===== src/rtl/steer_pkg.sv =====
package steer_pkg;
  localparam int SYM_W   = 5;
  localparam int EOP_BIT = SYM_W - 1;
  localparam int X_WIRE  = 0;
  localparam int Y_WIRE  = 1;
  localparam int N_PORTS = 2;

  typedef logic [SYM_W-1:0] sym_t;

  typedef enum logic [1:0] {RT_NONE, RT_X, RT_Y, RT_DROP} route_e;
  typedef enum logic [1:0] {PH_WAIT, PH_SEND, PH_ACK} phase_e;
endpackage


===== src/rtl/steer_route_dec.sv =====
module steer_route_dec
  import steer_pkg::*;
(
  input  sym_t   sym_i,
  output route_e route_o
);
  always_comb begin
    if (sym_i == '0 || sym_i[EOP_BIT])
      route_o = RT_NONE;
    else if (sym_i[X_WIRE])
      route_o = RT_X;
    else if (sym_i[Y_WIRE])
      route_o = RT_Y;
    else
      route_o = RT_DROP;
  end
endmodule


===== src/rtl/steer_fsm.sv =====
module steer_fsm
  import steer_pkg::*;
(
  input  logic   clk,
  input  logic   rst_n,
  input  sym_t   in_sym,
  input  route_e dec_route,
  input  logic   sel_ack,
  output route_e route_q,
  output phase_e phase_q,
  output sym_t   hold_q
);
  route_e route_d;
  phase_e phase_d;
  logic   load_hold;
  logic   in_valid;

  assign in_valid = (in_sym != '0);

  always_comb begin
    route_d   = route_q;
    phase_d   = phase_q;
    load_hold = 1'b0;
    case (phase_q)
      PH_WAIT: begin
        if (in_valid) begin
          case (route_q)
            RT_NONE: begin
              route_d = dec_route;
              phase_d = PH_ACK;
            end
            RT_DROP: begin
              if (in_sym[EOP_BIT]) route_d = RT_NONE;
              phase_d = PH_ACK;
            end
            default: begin
              if (!sel_ack) begin
                load_hold = 1'b1;
                phase_d   = PH_SEND;
              end
            end
          endcase
        end
      end
      PH_SEND: begin
        if (sel_ack) begin
          phase_d = PH_ACK;
          if (hold_q[EOP_BIT]) route_d = RT_NONE;
        end
      end
      PH_ACK: begin
        if (!in_valid) phase_d = PH_WAIT;
      end
      default: phase_d = PH_WAIT;
    endcase
  end

  always_ff @(posedge clk or negedge rst_n) begin
    if (!rst_n) begin
      route_q <= RT_NONE;
      phase_q <= PH_WAIT;
    end else begin
      route_q <= route_d;
      phase_q <= phase_d;
    end
  end

  always_ff @(posedge clk or negedge rst_n) begin
    if (!rst_n)
      hold_q <= '0;
    else if (load_hold)
      hold_q <= in_sym;
  end
endmodule


===== src/rtl/steer_out.sv =====
module steer_out
  import steer_pkg::*;
#(
  parameter route_e PORT_RT = RT_X
) (
  input  route_e route_q,
  input  phase_e phase_q,
  input  sym_t   hold_q,
  output sym_t   sym_o
);
  assign sym_o = (phase_q == PH_SEND && route_q == PORT_RT) ? hold_q : '0;
endmodule


===== src/rtl/steer_node.sv =====
module steer_node
  import steer_pkg::*;
(
  input  logic             clk,
  input  logic             rst_n,
  input  logic [SYM_W-1:0] in_sym,
  output logic             in_ack,
  output logic [SYM_W-1:0] x_sym,
  input  logic             x_ack,
  output logic [SYM_W-1:0] y_sym,
  input  logic             y_ack,
  output logic             route_err
);
  logic [1:0] rst_sync_q;
  logic       rst_int_n;
  route_e     dec_route;
  route_e     route_q;
  phase_e     phase_q;
  sym_t       hold_q;
  logic       sel_ack;
  sym_t       port_sym [N_PORTS];
  logic       port_ack [N_PORTS];

  always_ff @(posedge clk or negedge rst_n) begin
    if (!rst_n) rst_sync_q <= 2'b00;
    else        rst_sync_q <= {rst_sync_q[0], 1'b1};
  end
  assign rst_int_n = rst_sync_q[1];

  steer_route_dec u_dec (
    .sym_i   (in_sym),
    .route_o (dec_route)
  );

  assign port_ack[0] = x_ack;
  assign port_ack[1] = y_ack;

  always_comb begin
    case (route_q)
      RT_X:    sel_ack = port_ack[0];
      RT_Y:    sel_ack = port_ack[1];
      default: sel_ack = 1'b0;
    endcase
  end

  steer_fsm u_fsm (
    .clk       (clk),
    .rst_n     (rst_int_n),
    .in_sym    (in_sym),
    .dec_route (dec_route),
    .sel_ack   (sel_ack),
    .route_q   (route_q),
    .phase_q   (phase_q),
    .hold_q    (hold_q)
  );

  for (genvar gi = 0; gi < N_PORTS; gi++) begin : g_port
    localparam route_e PRT = (gi == 0) ? RT_X : RT_Y;
    steer_out #(.PORT_RT(PRT)) u_out (
      .route_q (route_q),
      .phase_q (phase_q),
      .hold_q  (hold_q),
      .sym_o   (port_sym[gi])
    );
  end

  assign x_sym     = port_sym[0];
  assign y_sym     = port_sym[1];
  assign in_ack    = (phase_q == PH_ACK);
  assign route_err = (route_q == RT_DROP);
endmodule


===== config.mk =====
export PLATFORM = sky130hd
export DESIGN_NAME = steer_node
export DESIGN_NICKNAME = d
export VERILOG_FILES = /design/src/rtl/steer_pkg.sv /design/src/rtl/steer_route_dec.sv /design/src/rtl/steer_fsm.sv /design/src/rtl/steer_out.sv /design/src/rtl/steer_node.sv
export SDC_FILE = /design/constraint.sdc
export NUM_CORES = 1
export LEC_CHECK = 0
export ABC_AREA = 0
export BUFFER_PORTS_ARGS = -buffer_cell sky130_fd_sc_hd__buf_2
export CAP_MARGIN = 0
export CORE_AREA = 3 3 40 42
export CTS_BUF_LIST = sky130_fd_sc_hd__clkbuf_4
export DETAILED_ROUTE_END_ITERATION = 6
export DIE_AREA = 0 0 43 45
export PLACE_DENSITY = 0.78
export SLEW_MARGIN = 5
export SYNTH_ARGS = -nofsm -noshare
export SYNTH_HDL_FRONTEND = slang
export SYNTH_SLANG_ARGS = --single-unit

===== constraint.sdc =====
create_clock -name clk -period 2.85 [get_ports clk]
set_clock_uncertainty 0.2 [all_clocks]
set_input_delay 0.285 -clock clk [delete_from_list [all_inputs] [get_ports clk]]
set_output_delay 0.285 -clock clk [all_outputs]
set_load 0.05 [all_outputs]

Yosys cells after proc, flatten, opt, wreduce, memory -nomap -nowiden --
Index checks and enable logic that the tools add are counted.
Operators by class: reductions and logical operators 11, muxes and demuxes 22, eq/ne operators 12
Operator list (number):
- 2-bit 2-to-1 mux | 11
- 5-bit 2-to-1 mux | 2
- 3-bit != test (second input constant) | 3
- 2-bit case mux with 2 select lines | 2
- 2-bit equality test (second input constant) | 3
- 2-bit != test (second input constant) | 3
- 2-bit case mux with 3 select lines | 1
- 6-bit AND reduction | 1
- 5-bit zero test | 1
- 1-bit 2-to-1 mux | 5
- 5-bit nonzero test | 1
- 2-bit by 1-bit equality test with 1-bit output (second input constant) | 2
- 2-bit zero test | 2
- 4-bit AND reduction | 1
- 1-bit logical AND | 2
- 2-bit by 1-bit != test with 1-bit output (second input constant) | 1
- 1-bit case mux with 2 select lines | 1
- 2-bit nonzero test | 1
- 2-bit OR reduction | 1
- 1-bit logical OR | 1
Storage, ports and cells: logic and storage cells 49, register bits 11, input bits 9

Logic depth before layout (Yosys ltp) --
Gate-level depths: netlist of run 1.
word-level depth 6, depth in mapped cells 6

Hierarchy --
Synthesis of run 1 repeated with hierarchy kept, for this count alone.
Second synthesis, totals: cell total of the unflattened synthesis 67, area, all modules 703.2 µm²
By module, submodules not included:
- steer_fsm | times used 1, area each 473.0 µm², cells each 39
- steer_node | times used 1, area each 116.4 µm², cells each 11
- steer_out | times used 2, area each 43.8 µm², cells each 6
- steer_route_dec | times used 1, area each 26.3 µm², cells each 5

Least setup slack after synthesis of run 1 --
OpenSTA, ideal clock, no wires.
path type register -> register, start register u_fsm.route_q[0], end register u_fsm.route_q[0], arrival 1.715 ns, buffers on the path 0, stages on the path, launching flop included 5, slack 0.807 ns, required time 2.522 ns, clock period less this slack 2.043 ns, setup time 0.128 ns, path through dfrtp_1 ha_1 nor3b_1 a2111oi_4 mux2_1
On the way: cells in the longest elaborated chain, start to end 4, elaborated cells on any way between the ends 12
RTL lines:
- start: declaration | line steer_fsm.sv:9 | output route_e route_q,
- start signal: assignment | line steer_fsm.sv:63 | route_q <= route_d;
- 2-bit equality test (*)
- net route_err | line steer_node.sv:12 | output logic route_err
- 2-bit case mux with 2 select lines | line steer_fsm.sv:27 | case (route_q)
- 2-bit 2-to-1 mux | line steer_fsm.sv:26 | if (in_valid) begin
- 2-bit case mux with 2 select lines | line steer_fsm.sv:24 | case (phase_q)
Mark *: on every way through the listed nets, which the timed path passes. The rest lies on a longest branch. The select of a mux whose other input is x is not followed. A chain may end at the register's enable or synchronous reset.

Final worst setup path of run 1 --
start register u_fsm.route_q[0], end register u_fsm.route_q[1]
On the way: cells in the longest elaborated chain, start to end 4, elaborated cells on any way between the ends 12
RTL lines:
- 2-bit equality test, or another cell as far along | line steer_node.sv:39 | case (route_q)
- 1-bit case mux with 2 select lines / 2-bit case mux with 2 select lines (equally long branches) | line steer_node.sv:39, steer_fsm.sv:27
- 2-bit != test (no source line) / 2-bit 2-to-1 mux (equally long branches)
- 6-bit AND reduction (no source line) / 2-bit case mux with 2 select lines (equally long branches)
Several ways; a longest one is shown, not always the timed one. The select of a mux whose other input is x is not followed.

==> results.sh, run 1 <==
export IMPL_status="completed"
export IMPL_rr_worst_depth=6
export IMPL_seq_area_frac_synth_pct=43.4
export IMPL_dpl_cell_area_um2=746
export IMPL_syn_nets=71
export IMPL_grt_pass1_vias=438
export IMPL_vdd_ir_drop_max_uv=429
export IMPL_drtIter0Drc=2
export IMPL_crit_top_cell="inv_1"
export IMPL_fin_crit_sh_pct=76.1
export IMPL_synthArstFlopShare_pct=100
export IMPL_initial_core_util_pct=49.4
export IMPL_yosysUniqueCellTypes=20
export IMPL_power_share_clock_pct=15.9
export IMPL_overflow=0
export IMPL_crit_required_ns=2.81
export IMPL_path_cells="inv_1, ha_1, inv_1, a211o_1, a2111oi_4, mux2_1"
export IMPL_path_clk_slew_ns=0.07
export IMPL_postSynthCellCount=59
export IMPL_synth_top_area_share_pct=43.4
export IMPL_core_area_um2=1280
export IMPL_fin_crit_ns=2.17
export IMPL_cp_startpoint="u_fsm.route_q[0]"
export IMPL_synth_common_cells="dfrtp_1, and3_1, mux2_1"
export IMPL_nets=96
export IMPL_ys_ff_latch=11
export IMPL_rows=13
export IMPL_grt_antenna_before_repair=0
export IMPL_drv_slew=0
export IMPL_pwr_share_comb_pct=43.2
export IMPL_cts_buffers_inserted=3
export IMPL_max_clock_path_buffers=2
export IMPL_placed_cells=92
export IMPL_root_buffer="clkbuf_4"
export IMPL_postCtsSetupBuffers=0
export IMPL_rsz0062_at_grt="false"
export IMPL_maxCapViolations=0
export IMPL_first_pass_iters=4
export IMPL_htreeDepth=1
export IMPL_syn_area_per_cell_um2=10.8
export IMPL_end_kind="flop"
export IMPL_antenna_cells=0
export IMPL_layout_drive_gt1_share_pct=32.5
export IMPL_synth_edff_count=0
export IMPL_pin_count=21
export IMPL_synth_top_cell_by_area="dfrtp_1"
export IMPL_max_stage_delay_ns=0.40
export IMPL_p_int_mw=0.391
export IMPL_grt_pass1_wl_um=2040
export IMPL_min_from="in_sym[2]"
export IMPL_setup_violations=0
export IMPL_grt_usage_pct=15.2
export IMPL_worstPathArrival_ns=2.12
export IMPL_crit_path_start_kind="flop"
export IMPL_cts_tree="yes"
export IMPL_finalHoldViolations=0
export IMPL_fmax_mhz=461
export IMPL_powerDensity_nw_per_um2=846
export IMPL_stdcell_area_um2=793
export IMPL_yosysMostFrequentCell="dfrtp_1"
export IMPL_die_y_um=45
export IMPL_ys_flop_type="dfrtp_1"
export IMPL_clock_sinks=11
export IMPL_grt_max_degree=12
export IMPL_whs_path_depth=2
export IMPL_vias=505
export IMPL_post_cts_resized=0
export IMPL_synth_area_top_cells="dfrtp_1, mux2_1, and3_1, ha_1, a2111oi_4"
export IMPL_sw_frac_of_total_pct=41.8
export IMPL_syn_area_um2=634
export IMPL_leakage_nw=0.436
export IMPL_hold_class="in -> reg"
export IMPL_routedWlPerCell_um=13.1
export IMPL_setup_tns_final_ns=0
export IMPL_drcViolationCount=0
export IMPL_n_fill_cell=101
export IMPL_power_switching_mw=0.280
export IMPL_routed_wl_um=1280
export IMPL_port_buffers=20
export IMPL_worst_path_max_fanout=4
export IMPL_antenna_left=0
export IMPL_area_growth_pct=25.0
export IMPL_pre_cts_slack_ns=0.692
export IMPL_die_x_um=43
export IMPL_clk_latency_ns=0.27
export IMPL_setup_slack_ns=0.681
export IMPL_reg2reg_from="u_fsm.route_q[0]"
export IMPL_vias_per_cell=5.15
export IMPL_cp_slowest_cell="dfrtp_1"
export IMPL_yosysWarnings=0
export IMPL_die_area_um2=1940
export IMPL_criticalPathCategory="reg -> reg"
export IMPL_gp_congestion=0.817
export IMPL_p_seq_share_pct=40.9
export IMPL_stdcell_count=98
export IMPL_dp_hpwl_um=1030
state kept, by name, summed over array words and instances (netlist names):
register / cells
u_fsm.phase_q: 2
rst_sync_q: 2
u_fsm.hold_q: 5
u_fsm.route_q: 2
cells by family after synthesis:
kind of cell               synth area share (%)
and+or+nand+nor                            21.7
DFF                                        43.4
muxes                                      14.2
buffers and inverters                      4.14
AOI/OAI and AO/OA                          10.1
adders and majority gates                  5.92
other                                     0.591
power groups by stage:
stage	registers, mW	clock network, mW	logic [mW]
global route	0.285	0.117	0.320
global placement	0.277	0	0.279
detailed placement	0.279	0	0.287
finish	0.274	0.107	0.290
CTS	0.274	0.111	0.293
floorplan	0.255	0	0.243
worst max-delay path, delay by kind of cell (launching register included):
| family | cells | cell delay, ns |
|---|---|---|
| compound gates | 2 | 0.65 |
| flops | 1 | 0.40 |
| fa+ha+maj | 1 | 0.32 |
| buf+inv | 2 | 0.14 |
| mux | 1 | 0.35 |
per-layer routing:
metal  wire length (um)  vias up  track usage [%]
li1                   -      258                -
met4                 33        0             10.8
met2                555       20             22.5
met3                110        5             3.98
met1                581      222             19.4
met5                  0        -                0
stage by stage:
step / power (mW) / hold WS (ns) / util [%]
2_1_floorplan: 0.498 / -0.211 / -
3_3_place_gp: 0.556 / -0.130 / 58.0
3_5_place_dp: 0.566 / -0.129 / 58.0
4_1_cts: 0.678 / 0.0424 / 61.7
5_1_grt: 0.723 / 0.0522 / 61.7
6_report: 0.671 / 0.0468 / 61.7
worst paths after layout:
| path | endpoint | slack, ns |
|---|---|---|
| min in group asynchronous | rst_sync_q[1] | 0.12 |
| worst min register to register | rst_sync_q[1] | 0.15 |
| max in group asynchronous | u_fsm.hold_q[4] | 1.63 |
| worst min-delay path | u_fsm.hold_q[2] | 0.05 |
| worst max-delay path | u_fsm.route_q[1] | 0.68 |
| worst max register to register | u_fsm.route_q[1] | 0.68 |
area by class of cell:
type | instances | area [um2] | area share [%]
multi-input cells | 41 | 333 | 42.0
flip-flops and latches | 11 | 275 | 34.7
repair buffers | 22 | 120 | 15.1
clock buffers | 3 | 22.5 | 2.84
inverters | 5 | 18.8 | 2.37
well taps | 15 | 18.8 | 2.37
clock inverters | 1 | 5.00 | 0.631
placed cells by master (no fill, tap or decap):
master / count
a2111oi_4: 1
a211o_1: 1
a21oi_1: 3
a22oi_2: 1
and3_1: 10
buf_2: 20
clkbuf_4: 3
clkinv_2: 1
conb_1: 1
dfrtp_1: 11
dlygate4sd3_1: 2
ha_1: 3
inv_1: 5
mux2_1: 7
mux2_2: 1
nand3_1: 1
nand3b_1: 1
nor2_1: 3
nor2b_1: 4
nor3_1: 1
nor3b_1: 1
nor4_1: 1
or4_1: 1
timing repair:
action                                  in CTS  in global routing
hold buffers                                 2                  0
endpoints found under the setup margin       0                  0
hold endpoints to repair                    11                  0
Note: power is estimated with default switching activity, not from simulation.
==> run 2: changes to the inputs <==
--- a/config.mk
+++ b/config.mk
@@ -8,11 +8,11 @@
 export ABC_AREA = 0
 export BUFFER_PORTS_ARGS = -buffer_cell sky130_fd_sc_hd__buf_2
 export CAP_MARGIN = 0
-export CORE_AREA = 3 3 40 42
+export CORE_MARGIN = 3
+export CORE_UTILIZATION = 45
 export CTS_BUF_LIST = sky130_fd_sc_hd__clkbuf_4
 export DETAILED_ROUTE_END_ITERATION = 6
-export DIE_AREA = 0 0 43 45
-export PLACE_DENSITY = 0.78
+export PLACE_DENSITY = 0.77
 export SLEW_MARGIN = 5
 export SYNTH_ARGS = -nofsm -noshare
 export SYNTH_HDL_FRONTEND = slang
==> constraint.sdc (replaced) <==
create_clock -name clk -period 1.75 [get_ports clk]
set_clock_uncertainty 0.2 [all_clocks]
set_input_delay 0.175 -clock clk [delete_from_list [all_inputs] [get_ports clk]]
set_output_delay 0.175 -clock clk [all_outputs]
set_load 0.05 [all_outputs]
==> run 2 against run 1 <==
The run now fails in global routing. Area after synthesis stayed put. Synthesized cell count unchanged.
==> results.sh, run 2 <==
export IMPL_status="aborted with a tool error"
export IMPL_haltStage="global routing"
export IMPL_error_message="[ERROR DPL-0038] Utilization greater than 100%, impossible to legalize"
export IMPL_yosysWarnings=0
export IMPL_syn_nets=71
export IMPL_dp_hpwl_um=1220
export IMPL_postSynthCellCount=59
export IMPL_placed_cells=106
export IMPL_syn_area_um2=634
export IMPL_gp_congestion=0.795
export IMPL_initial_core_util_pct=52.2
export IMPL_synth_common_cells="dfrtp_1, and3_1, mux2_1"
export IMPL_seq_area_frac_synth_pct=43.4
export IMPL_htreeDepth=1
export IMPL_synthArstFlopShare_pct=100
export IMPL_yosysUniqueCellTypes=20
export IMPL_cts_buffers_inserted=3
export IMPL_synth_top_cell_by_area="dfrtp_1"
export IMPL_grt_max_degree=10
export IMPL_yosysMostFrequentCell="dfrtp_1"
export IMPL_rows=12
export IMPL_root_buffer="clkbuf_4"
export IMPL_ys_flop_type="dfrtp_1"
export IMPL_ys_ff_latch=11
export IMPL_synth_edff_count=0
export IMPL_die_x_um=43.5
export IMPL_worst_ep_kind="sequential cell input"
export IMPL_syn_area_per_cell_um2=10.8
export IMPL_max_clock_path_buffers=2
export IMPL_port_buffers=20
export IMPL_synth_area_top_cells="dfrtp_1, mux2_1, and3_1, ha_1, a2111oi_4"
export IMPL_die_y_um=43.5
export IMPL_synth_top_area_share_pct=43.4
export IMPL_clock_sinks=11
export IMPL_crit_endpoint="u_fsm.route_q[0]$_DFFE_PN0P_/D"
export IMPL_pin_count=21
-- run 2: timing repair --
item,4_1_cts
buffers inserted,5
hold buffers,4
cloned,1
setup endpoints to repair,18
pin swaps,4
gates resized for setup,50
hold endpoints to repair,13
-- run 2: metrics by stage --
| step | util [%] | hold WS (ns) | cell area (um2) | setup TNS (ns) | setup WS (ns) |
|---|---|---|---|---|---|
| 2_1_floorplan | - | -0.321 | 662 | -0.531 | -0.266 |
| 3_3_place_gp | 72.7 | -0.241 | 885 | -1.74 | -0.268 |
| 3_5_place_dp | 72.7 | -0.236 | 885 | -2.33 | -0.326 |
| 4_1_cts | 96.1 | 0.00908 | 1170 | -1.60 | -0.295 |
-- run 2: kinds of logic after synthesis --
family / Yosys count / share of synthesized area [%]
AND/OR/NAND/NOR: 23 / 21.7
AO/OA/AOI/OAI: 6 / 10.1
multiplexers: 8 / 14.2
buffers and inverters: 7 / 4.14
other: 1 / 0.591
adder cells (fa/ha/maj): 3 / 5.92
flip-flops: 11 / 43.4
==> run 3: changes to the inputs <==
--- a/config.mk
+++ b/config.mk
@@ -8,11 +8,10 @@
 export ABC_AREA = 0
 export BUFFER_PORTS_ARGS = -buffer_cell sky130_fd_sc_hd__buf_2
 export CAP_MARGIN = 0
-export CORE_MARGIN = 3
-export CORE_UTILIZATION = 45
-export CTS_BUF_LIST = sky130_fd_sc_hd__clkbuf_4
+export CORE_AREA = 3 3 64 66
 export DETAILED_ROUTE_END_ITERATION = 6
-export PLACE_DENSITY = 0.77
+export DIE_AREA = 0 0 67 69
+export PLACE_DENSITY_LB_ADDON = 0.15
 export SLEW_MARGIN = 5
 export SYNTH_ARGS = -nofsm -noshare
 export SYNTH_HDL_FRONTEND = slang
==> constraint.sdc (replaced) <==
create_clock -name clk -period 2.3 [get_ports clk]
set_clock_uncertainty 0.2 [all_clocks]
set_input_delay 0.23 -clock clk [delete_from_list [all_inputs] [get_ports clk]]
set_output_delay 0.23 -clock clk [all_outputs]
set_load 0.05 [all_outputs]
==> run 3 against run 2 <==
The flow now finishes without violations.
==> results.sh, run 3 (synthesized netlist as in run 1, its figures left out) <==
export IMPL_sw_frac_of_total_pct=38.5
export IMPL_fmax_mhz=467
export IMPL_nets=101
export IMPL_n_fill_cell=415
export IMPL_largest_reg_flops=5
export IMPL_pwr_share_comb_pct=42.7
export IMPL_path_clk_slew_ns=0.05
export IMPL_overflow=0
export IMPL_end_kind="flop"
export IMPL_first_pass_iters=4
export IMPL_largest_register="u_fsm.hold_q"
export IMPL_setup_slack_ns=0.160
export IMPL_hold_class="in -> reg"
export IMPL_die_y_um=69
export IMPL_setup_tns_final_ns=0
export IMPL_min_from="in_sym[2]"
export IMPL_finalHoldViolations=0
export IMPL_cts_buffers_inserted=3
export IMPL_power_share_clock_pct=20.5
export IMPL_maxCapViolations=0
export IMPL_p_seq_share_pct=36.8
export IMPL_die_area_um2=4620
export IMPL_post_cts_resized=0
export IMPL_dp_hpwl_um=1280
export IMPL_vdd_ir_drop_max_uv=238
export IMPL_drv_slew=0
export IMPL_grt_antenna_before_repair=0
export IMPL_multi_input_area_um2=333
export IMPL_crit_top_cell="inv_1"
export IMPL_root_buffer="clkbuf_8"
export IMPL_cts_tree="yes"
export IMPL_path_cells="inv_1, ha_1, inv_1, a211o_1, a2111oi_4, mux2_1"
export IMPL_crit_path_start_kind="flop"
export IMPL_rr_worst_depth=6
export IMPL_crit_required_ns=2.22
export IMPL_final_cell_mix="buf_2, dfrtp_1, and3_1"
export IMPL_port_buffers=20
export IMPL_max_clock_path_buffers=2
export IMPL_antenna_cells=0
export IMPL_final_common_cell="buf_2"
export IMPL_drtIter0Drc=20
export IMPL_leakage_nw=0.467
export IMPL_setup_violations=0
export IMPL_pin_count=21
export IMPL_die_x_um=67
export IMPL_p_int_mw=0.567
export IMPL_highest_layer="met4"
export IMPL_clk_latency_ns=0.23
export IMPL_initial_core_util_pct=17.5
export IMPL_criticalPathCategory="reg -> reg"
export IMPL_rows=22
export IMPL_routedWlPerCell_um=11.1
export IMPL_dr_wl_met3_um=82
export IMPL_grt_pass1_vias=566
export IMPL_met1_length_um=669
export IMPL_fin_crit_ns=2.14
export IMPL_holdPathEnd="u_fsm.hold_q[2]"
export IMPL_layout_drive_gt1_share_pct=35.2
export IMPL_routed_wl_um=1510
export IMPL_vias=551
export IMPL_wl_met2_um=738
export IMPL_grt_pass1_wl_um=2690
export IMPL_grt_max_degree=12
export IMPL_stdcell_count=136
export IMPL_postCtsSetupBuffers=0
export IMPL_regArea_um2=275
export IMPL_gp_congestion=0.704
export IMPL_rsz0062_at_grt="false"
export IMPL_core_area_um2=3630
export IMPL_powerDensity_nw_per_um2=1040
export IMPL_max_stage_delay_ns=0.39
export IMPL_whs_path_depth=2
export IMPL_worstPathArrival_ns=2.06
export IMPL_grt_usage_pct=7.74
export IMPL_area_growth_pct=40.2
export IMPL_antenna_left=0
export IMPL_status="completed"
export IMPL_drcViolationCount=0
export IMPL_r2r_slack_ns=0.16
export IMPL_htreeDepth=1
export IMPL_power_switching_mw=0.355
export IMPL_vias_per_cell=4.05
export IMPL_timing_rr_end="u_fsm.route_q[1]"
export IMPL_cp_slowest_cell="dfrtp_1"
export IMPL_fin_crit_sh_pct=93.0
export IMPL_pre_cts_slack_ns=0.163
export IMPL_worst_path_max_fanout=4
export IMPL_reg2reg_from="u_fsm.route_q[0]"
export IMPL_clock_sinks=11
export IMPL_placed_cells=130
run 3: stage by stage:
step	hold WS, ns	area, um2	utilization, %	total power [mW]
floorplan	-0.266	634	-	0.617
global placement	-0.183	825	22.7	0.738
detailed placement	-0.181	825	22.7	0.740
CTS	0.0320	890	24.5	0.940
global route	0.0404	890	24.5	1.01
finish	0.0339	890	24.5	0.922
run 3: worst max path at each step:
stage / from / end / slack [ns] / depth (start not counted)
6_report: u_fsm.route_q[0] / u_fsm.route_q[1] / 0.16 / 6
5_1_grt: u_fsm.route_q[0] / u_fsm.route_q[1] / 0.04 / 6
4_1_cts: u_fsm.route_q[0] / u_fsm.route_q[1] / 0.15 / 6
3_5_place_dp: u_fsm.route_q[0] / u_fsm.route_q[1] / 0.16 / 6
3_3_place_gp: u_fsm.route_q[0] / u_fsm.route_q[1] / 0.19 / 6
2_1_floorplan: u_fsm.route_q[0] / u_fsm.route_q[0] / 0.26 / 4
run 3: area by class of cell:
class | instances | share of cell area [%]
multi-input combinational | 41 | 37.4
sequential | 11 | 30.9
timing repair buffer | 27 | 17.7
inverter | 5 | 2.11
clock buffer | 4 | 5.06
tap | 48 | 6.75
run 3: power groups by stage:
stage,clock network (mW),logic [mW],registers [mW]
2_1_floorplan,0,0.301,0.316
3_3_place_gp,0,0.392,0.345
3_5_place_dp,0,0.391,0.348
4_1_cts,0.200,0.399,0.341
5_1_grt,0.212,0.436,0.357
6_report,0.189,0.393,0.339
run 3: what timing repair did:
action                                  CTS  global route
endpoints found under the setup margin    0             0
hold buffers                              2             0
hold endpoints to repair                 11             0
run 3: per-layer routing:
metal  up-vias  GRT usage, %
met5         -             0
met3         2          2.61
met1       273          9.64
met2        11          11.9
met4         0          3.38
li1        265             -
run 3: critical path: cells and delay by family, from the launching register on:
| family | cells | cell delay [ns] |
|---|---|---|
| muxes | 1 | 0.35 |
| adders and majority gates | 1 | 0.31 |
| buffers and inverters | 2 | 0.13 |
| AOI/OAI and AO/OA | 2 | 0.64 |
| DFF | 1 | 0.39 |
